**config.mk**
```make
export PLATFORM = sky130hd
export DESIGN_NAME = alu8_core
export DESIGN_NICKNAME = d
export VERILOG_FILES = /design/src/rtl/alu8_pkg.sv /design/src/rtl/alu8_addsub.sv /design/src/rtl/alu8_logic.sv /design/src/rtl/alu8_daa.sv /design/src/rtl/alu8_wide.sv /design/src/rtl/alu8_core.sv
export SDC_FILE = /design/constraint.sdc
export NUM_CORES = 1
export LEC_CHECK = 0
export BUFFER_PORTS_ARGS = -buffer_cell sky130_fd_sc_hd__buf_2
export CAP_MARGIN = 15
export CORE_MARGIN = 3
export CORE_UTILIZATION = 45
export DETAILED_ROUTE_END_ITERATION = 10
export PLACE_DENSITY = 0.79
export SLEW_MARGIN = 10
export SYNTH_ARGS = -nofsm -noshare
export SYNTH_HDL_FRONTEND = slang
export SYNTH_SLANG_ARGS = --single-unit
export TNS_END_PERCENT = 30
```
**constraint.sdc**
```tcl
create_clock -name vclk -period 13.05
set_input_delay 1.9575 -clock vclk [all_inputs]
set_output_delay 1.9575 -clock vclk [all_outputs]
set_load 0.02 [all_outputs]
```
**src/rtl/alu8_pkg.sv**
```systemverilog
package alu8_pkg;

    localparam int DATA_W = 8;
    localparam int WIDE_W = 16;
    localparam int NIB_W  = DATA_W / 2;
    localparam int OP_W   = 5;
    localparam int FLAG_W = 4;
    localparam int BCD_LIM = 9;

    typedef enum logic [OP_W-1:0] {
        OP_ADD   = 5'd0,
        OP_ADC   = 5'd1,
        OP_SUB   = 5'd2,
        OP_SBC   = 5'd3,
        OP_CMP   = 5'd4,
        OP_AND   = 5'd5,
        OP_OR    = 5'd6,
        OP_XOR   = 5'd7,
        OP_INC   = 5'd8,
        OP_DEC   = 5'd9,
        OP_CPL   = 5'd10,
        OP_SCF   = 5'd11,
        OP_CCF   = 5'd12,
        OP_DAA   = 5'd13,
        OP_PADD  = 5'd14,
        OP_SPOFF = 5'd15,
        OP_PINC  = 5'd16,
        OP_PDEC  = 5'd17
    } op_e;

    typedef struct packed {
        logic z;
        logic n;
        logic h;
        logic c;
    } flags_t;

    typedef struct packed {
        logic [DATA_W-1:0] res;
        logic              res_we;
        logic [WIDE_W-1:0] wide;
        logic              wide_we;
        flags_t            fl;
    } alu_out_t;

endpackage

```
**src/rtl/alu8_addsub.sv**
```systemverilog
module alu8_addsub
    import alu8_pkg::*;
(
    input  logic [DATA_W-1:0] a_i,
    input  logic [DATA_W-1:0] b_i,
    input  logic              cin_i,
    input  logic              sub_i,
    output logic [DATA_W-1:0] sum_o,
    output logic              half_o,
    output logic              full_o
);

    logic [DATA_W:0] ext_a, ext_b, ext_c, full_d;
    logic [NIB_W:0]  lo_a, lo_b, lo_c, half_d;

    always_comb begin
        ext_a = {1'b0, a_i};
        ext_b = {1'b0, b_i};
        ext_c = {{DATA_W{1'b0}}, cin_i};
        lo_a  = {1'b0, a_i[NIB_W-1:0]};
        lo_b  = {1'b0, b_i[NIB_W-1:0]};
        lo_c  = {{NIB_W{1'b0}}, cin_i};
        if (sub_i) begin
            full_d = ext_a - ext_b - ext_c;
            half_d = lo_a - lo_b - lo_c;
        end else begin
            full_d = ext_a + ext_b + ext_c;
            half_d = lo_a + lo_b + lo_c;
        end
    end

    assign sum_o  = full_d[DATA_W-1:0];
    assign full_o = full_d[DATA_W];
    assign half_o = half_d[NIB_W];


    always_comb begin
        if (sub_i && !cin_i) begin
            sub_borrow_chk: assert (full_o == (b_i > a_i));
        end
    end

endmodule

```
**src/rtl/alu8_logic.sv**
```systemverilog
module alu8_logic
    import alu8_pkg::*;
(
    input  op_e               op_i,
    input  logic [DATA_W-1:0] a_i,
    input  logic [DATA_W-1:0] b_i,
    output logic [DATA_W-1:0] res_o,
    output logic              half_o
);

    logic [DATA_W-1:0] res_d;

    always_comb begin
        unique case (op_i)
            OP_AND:  res_d = a_i & b_i;
            OP_OR:   res_d = a_i | b_i;
            OP_XOR:  res_d = a_i ^ b_i;
            OP_CPL:  res_d = ~a_i;
            default: res_d = a_i;
        endcase
    end

    assign res_o  = res_d;
    assign half_o = (op_i == OP_AND);

endmodule

```
**src/rtl/alu8_daa.sv**
```systemverilog
module alu8_daa
    import alu8_pkg::*;
(
    input  logic [DATA_W-1:0] a_i,
    input  flags_t            fl_i,
    output logic [DATA_W-1:0] res_o,
    output logic              c_o
);

    localparam logic [DATA_W-1:0] LO_FIX  = DATA_W'(6);
    localparam logic [DATA_W-1:0] HI_FIX  = DATA_W'(6) << NIB_W;
    localparam logic [DATA_W-1:0] TOP_LIM = DATA_W'((BCD_LIM << NIB_W) | BCD_LIM);

    logic [DATA_W-1:0] adj_d, res_d;
    logic              c_d;

    always_comb begin
        adj_d = '0;
        c_d   = fl_i.c;
        if (!fl_i.n) begin
            if (fl_i.h || (a_i[NIB_W-1:0] > NIB_W'(BCD_LIM))) adj_d = adj_d | LO_FIX;
            if (fl_i.c || (a_i > TOP_LIM)) begin
                adj_d = adj_d | HI_FIX;
                c_d   = 1'b1;
            end
            res_d = a_i + adj_d;
        end else begin
            if (fl_i.h) adj_d = adj_d | LO_FIX;
            if (fl_i.c) adj_d = adj_d | HI_FIX;
            res_d = a_i - adj_d;
        end
    end

    assign res_o = res_d;
    assign c_o   = c_d;


    always_comb begin
        if (fl_i.n) begin
            daa_sub_carry_keep_chk: assert (c_o == fl_i.c);
        end
    end

endmodule

```
**src/rtl/alu8_wide.sv**
```systemverilog
module alu8_wide
    import alu8_pkg::*;
(
    input  op_e               op_i,
    input  logic [WIDE_W-1:0] pa_i,
    input  logic [WIDE_W-1:0] pb_i,
    input  logic [DATA_W-1:0] off_i,
    output logic [WIDE_W-1:0] res_o,
    output logic              half_o,
    output logic              full_o
);

    localparam int HB_W = WIDE_W - NIB_W;

    logic [WIDE_W:0]   pair_sum;
    logic [HB_W:0]     pair_half;
    logic [WIDE_W-1:0] off_ext;
    logic [DATA_W:0]   low_sum;
    logic [NIB_W:0]    low_half;
    logic [WIDE_W-1:0] res_d;
    logic              half_d, full_d;

    always_comb begin
        pair_sum  = {1'b0, pa_i} + {1'b0, pb_i};
        pair_half = {1'b0, pa_i[HB_W-1:0]} + {1'b0, pb_i[HB_W-1:0]};
        off_ext   = {{(WIDE_W-DATA_W){off_i[DATA_W-1]}}, off_i};
        low_sum   = {1'b0, pa_i[DATA_W-1:0]} + {1'b0, off_i};
        low_half  = {1'b0, pa_i[NIB_W-1:0]} + {1'b0, off_i[NIB_W-1:0]};
        res_d  = pa_i;
        half_d = 1'b0;
        full_d = 1'b0;
        unique case (op_i)
            OP_PADD: begin
                res_d  = pair_sum[WIDE_W-1:0];
                half_d = pair_half[HB_W];
                full_d = pair_sum[WIDE_W];
            end
            OP_SPOFF: begin
                res_d  = pa_i + off_ext;
                half_d = low_half[NIB_W];
                full_d = low_sum[DATA_W];
            end
            OP_PINC: res_d = pa_i + WIDE_W'(1);
            OP_PDEC: res_d = pa_i - WIDE_W'(1);
            default: res_d = pa_i;
        endcase
    end

    assign res_o  = res_d;
    assign half_o = half_d;
    assign full_o = full_d;


    always_comb begin
        if (op_i == OP_PINC) begin
            pair_inc_step_chk: assert (WIDE_W'(res_o - pa_i) == WIDE_W'(1));
        end
    end

endmodule

```
**src/rtl/alu8_core.sv**
```systemverilog
module alu8_core
    import alu8_pkg::*;
(
    input  logic [OP_W-1:0]   op_i,
    input  logic [DATA_W-1:0] acc_i,
    input  logic [DATA_W-1:0] opd_i,
    input  logic [FLAG_W-1:0] flags_i,
    input  logic [WIDE_W-1:0] pair_a_i,
    input  logic [WIDE_W-1:0] pair_b_i,
    output logic [DATA_W-1:0] result_o,
    output logic              res_we_o,
    output logic [WIDE_W-1:0] wide_o,
    output logic              wide_we_o,
    output logic [DATA_W-1:0] flags_o
);

    op_e    op;
    flags_t fin;

    assign op  = op_e'(op_i);
    assign fin = flags_t'(flags_i);

    logic              as_sub, as_cin;
    logic [DATA_W-1:0] as_b, as_sum;
    logic              as_half, as_full;
    logic [DATA_W-1:0] lg_res;
    logic              lg_half;
    logic [DATA_W-1:0] da_res;
    logic              da_c;
    logic [WIDE_W-1:0] wd_res;
    logic              wd_half, wd_full;

    always_comb begin
        as_sub = (op == OP_SUB) || (op == OP_SBC) || (op == OP_CMP) || (op == OP_DEC);
        as_cin = ((op == OP_ADC) || (op == OP_SBC)) && fin.c;
        as_b   = ((op == OP_INC) || (op == OP_DEC)) ? DATA_W'(1) : opd_i;
    end

    alu8_addsub u_addsub (
        .a_i    (acc_i),
        .b_i    (as_b),
        .cin_i  (as_cin),
        .sub_i  (as_sub),
        .sum_o  (as_sum),
        .half_o (as_half),
        .full_o (as_full)
    );

    alu8_logic u_logic (
        .op_i   (op),
        .a_i    (acc_i),
        .b_i    (opd_i),
        .res_o  (lg_res),
        .half_o (lg_half)
    );

    alu8_daa u_daa (
        .a_i   (acc_i),
        .fl_i  (fin),
        .res_o (da_res),
        .c_o   (da_c)
    );

    alu8_wide u_wide (
        .op_i   (op),
        .pa_i   (pair_a_i),
        .pb_i   (pair_b_i),
        .off_i  (opd_i),
        .res_o  (wd_res),
        .half_o (wd_half),
        .full_o (wd_full)
    );

    alu_out_t out_d;

    always_comb begin
        out_d.res     = acc_i;
        out_d.res_we  = 1'b0;
        out_d.wide    = pair_a_i;
        out_d.wide_we = 1'b0;
        out_d.fl      = fin;
        unique case (op)
            OP_ADD, OP_ADC: begin
                out_d.res    = as_sum;
                out_d.res_we = 1'b1;
                out_d.fl     = '{z: (as_sum == '0), n: 1'b0, h: as_half, c: as_full};
            end
            OP_SUB, OP_SBC: begin
                out_d.res    = as_sum;
                out_d.res_we = 1'b1;
                out_d.fl     = '{z: (as_sum == '0), n: 1'b1, h: as_half, c: as_full};
            end
            OP_CMP: begin
                out_d.fl = '{z: (as_sum == '0), n: 1'b1, h: as_half, c: as_full};
            end
            OP_AND, OP_OR, OP_XOR: begin
                out_d.res    = lg_res;
                out_d.res_we = 1'b1;
                out_d.fl     = '{z: (lg_res == '0), n: 1'b0, h: lg_half, c: 1'b0};
            end
            OP_INC, OP_DEC: begin
                out_d.res    = as_sum;
                out_d.res_we = 1'b1;
                out_d.fl     = '{z: (as_sum == '0), n: (op == OP_DEC), h: as_half, c: fin.c};
            end
            OP_CPL: begin
                out_d.res    = lg_res;
                out_d.res_we = 1'b1;
                out_d.fl     = '{z: fin.z, n: 1'b1, h: 1'b1, c: fin.c};
            end
            OP_SCF: out_d.fl = '{z: fin.z, n: 1'b0, h: 1'b0, c: 1'b1};
            OP_CCF: out_d.fl = '{z: fin.z, n: 1'b0, h: 1'b0, c: ~fin.c};
            OP_DAA: begin
                out_d.res    = da_res;
                out_d.res_we = 1'b1;
                out_d.fl     = '{z: (da_res == '0), n: fin.n, h: 1'b0, c: da_c};
            end
            OP_PADD: begin
                out_d.wide    = wd_res;
                out_d.wide_we = 1'b1;
                out_d.fl      = '{z: fin.z, n: 1'b0, h: wd_half, c: wd_full};
            end
            OP_SPOFF: begin
                out_d.wide    = wd_res;
                out_d.wide_we = 1'b1;
                out_d.fl      = '{z: 1'b0, n: 1'b0, h: wd_half, c: wd_full};
            end
            OP_PINC, OP_PDEC: begin
                out_d.wide    = wd_res;
                out_d.wide_we = 1'b1;
            end
            default: ;
        endcase
    end

    assign result_o  = out_d.res;
    assign res_we_o  = out_d.res_we;
    assign wide_o    = out_d.wide;
    assign wide_we_o = out_d.wide_we;
    assign flags_o   = {out_d.fl, {(DATA_W-FLAG_W){1'b0}}};

    always_comb begin

        one_writer_chk: assert (!(res_we_o && wide_we_o));

        if (op == OP_CMP) begin
            cmp_no_write_chk: assert (!res_we_o && (result_o == acc_i)
                                      && (flags_o[7] == (acc_i == opd_i))
                                      && (flags_o[4] == (opd_i > acc_i)));
        end

        if ((op == OP_INC) || (op == OP_DEC)) begin
            incdec_carry_keep_chk: assert (flags_o[4] == flags_i[0]);
        end

        if ((op == OP_AND) || (op == OP_OR) || (op == OP_XOR)) begin
            logic_carry_clear_chk: assert (!flags_o[4] && !flags_o[6]);
        end

        if (op == OP_PADD) begin
            pair_add_z_keep_chk: assert (flags_o[7] == flags_i[3]);
        end

        if (op == OP_SPOFF) begin
            spoff_zn_clear_chk: assert (!flags_o[7] && !flags_o[6]);
        end

        if ((op == OP_PINC) || (op == OP_PDEC)) begin
            pair_step_flags_chk: assert (flags_o[7:4] == flags_i);
        end
    end

endmodule

```
==> summary.txt <==
Layout
  • Layout cells sized above 1: 15.8%
  • FF+latch area: 0 um2
  • Layout area overhead: 11.4%
  • Number of clock-tree buffers in the layout: 0
  • Antenna diodes: 0
  • Sequential cell count: 0
  • Final nets: 827

Power
  • Int Power: 0.0000937 W
  • Net load switching power: 0.000138 W
  • Comb pwr share: 100.0%
  • Sequential share of power: 0%
  • Switching Fraction: 59.6%
  • Clk pwr share: 0%
  • Total power: 0.000232 W
  • Worst VDD drop: 0.0000202 V
  • Leak pwr: 2.26 nW
  • Power Dens Cells: 48.8 nW/um2

Synth
  • Most common cell in the netlist: ha_1
  • Synth cell types: 68
  • Yosys top cell area share: 25.2%
  • Sequential element share of the synthesized area: 0%
  • Post-synth top cells: ha_1, a21oi_1, inv_1, nor2_1, nand2_1
  • Avg Cell Area, Syn: 7.01 um2
  • Post-synthesis cell area: 4260 um2
  • Cell taking the most area after synthesis: ha_1
  • Synth Instances: 608
  • Area contributors post-synth: ha_1, xnor2_1, a21oi_1
  • Syn. warnings: 0

Run
  • MaxCap Viol Count: 0

Route
  • Final WL: 13.4 mm
  • DRC errors left: 0
  • Vias per cell: 5.96
  • WL per Instance: 16.8 um
  • Vias: 4781
  • Drt pass-1 iters: 5
  • Antenna-violating nets left: 0
  • DR iter-0 viols: 296

Placed design
  • RePlAce Congestion: 0.994
  • Post-DP HPWL: 11.3 mm
  • Input/output buffers: 87

Critical path
  • Critical Path AT: 6380 ps
  • CP Data Required Time: 11090 ps
  • Worst Path Max Fanout: 15
  • Critical path type: primary input to primary output
  • Worst Setup Start Kind: primary input
  • CP startpoint: op_i[4]
  • Critical Path End Type: primary output

Global route
  • First-pass GRT wire length: 21.2 mm
  • Remaining global-route overflow: 0
  • Largest net degree at the start of global routing: 22
  • Vias in the first global route: 4415
  • Initial antenna violation count: 0
  • All-Layer GR Usage: 24.1%

Status
  • Status: finished clean

STA
  • Slew @ Worst Pin: 1060 ps
  • TNS Setup: 0 ps
  • Minimum clock period: 8340 ps
  • Final setup violation count: 0
  • RSZ-0062 raised after global routing: false
  • Final hold slack: 4320 ps
  • Fmax: 0.120 GHz
  • Max-slew headroom: 29.4%
  • Period Utilization, post-route: 63.9%
  • Final slew viol count: 0
  • Hold Vio Cnt, Final: 0

Floorplanning
  • Cell row count: 34
  • Die width: 103 um
  • I/O pin total: 91
  • Die H: 103 um
  • Die area: 10700 um2
  • Initial Utilization: 47.5%
  • Core Area: 8980 um2

Worst hold path
  • Hold_sp: pair_a_i[12]
  • Min-delay worst type: primary input to primary output

Clocking
  • Setup bufs post-CTS: 0
  • Post_cts resized: 0
  • Post-CTS Hold Buffers: 0
per-layer routing:
metal  routed length, um  global-route usage, %
met3                 956                   1.81
met1                6240                   35.3
met5                   0                      0
met2                6120                   39.8
met4                 129                   2.59
cell families after synthesis:
family / share of synthesized area (%)
muxes: 0.998
buffers and inverters: 7.95
xor gates and xnor gates: 9.45
AOI/OAI and AO/OA: 34.7
other: 0.0880
adders and majority gates: 28.1
and+or+nand+nor: 18.7
stage by stage:
step | instance area (um2) | setup WS (ps) | std cells | utilization (%)
2_1_floorplan | 4270 | 5470 | 611 | -
5_1_grt | 4750 | 4340 | 802 | 52.9
3_3_place_gp | 4750 | 5000 | 802 | 52.9
4_1_cts | 4750 | 4820 | 802 | 52.9
6_report | 4750 | 4710 | 802 | 52.9
3_5_place_dp | 4750 | 4840 | 802 | 52.9
power groups by stage:
stage	Clock [W]	Sequential (W)	Combinational, W
after floorplan	0	0	0.000170
after global placement	0	0	0.000223
after detailed placement	0	0	0.000228
after CTS	0	0	0.000229
after global routing	0	0	0.000256
final	0	0	0.000232
worst max-delay path: stages:
cell and delay, ps:
buf_2 250, inv_1 210, or4_1 670, nor2_1 690, a21oi_1 180, fa_1 490, a21o_1 190, a21o_1 200
a21oi_1 200, o21ai_1 170, a211oi_2 390, nor2_1 90, o311a_1 350, o21ai_1 140, buf_2 190
cell type report:
type                            count  area [um2]
Multi-Input combinational cell    532        3940
Fill cell                         908        4230
Tap cell                          126         158
Inverter                           55         206
Timing Repair Buffer               89         450
cells in the final DEF (no fill, tap or decap), types with 12 or more instances in the layout:
| cell type | n |
|---|---|
| o21ai_0 | 36 |
| ha_1 | 86 |
| a21o_1 | 16 |
| o21bai_1 | 13 |
| a22oi_1 | 12 |
| a21oi_1 | 64 |
| nor3_1 | 12 |
| xnor2_1 | 37 |
| nor2_1 | 46 |
| nand2_1 | 38 |
| inv_1 | 54 |
| nand2b_1 | 12 |
| buf_2 | 87 |
| nand3_1 | 19 |
worst paths after layout:
| kind | end | slack, ps | cells after the start |
|---|---|---|---|
| worst max-delay path | wide_o[14] | 4710 | 15 |
| worst min-delay path | wide_o[12] | 4320 | 3 |
Note: power is estimated with default switching activity, not from simulation.
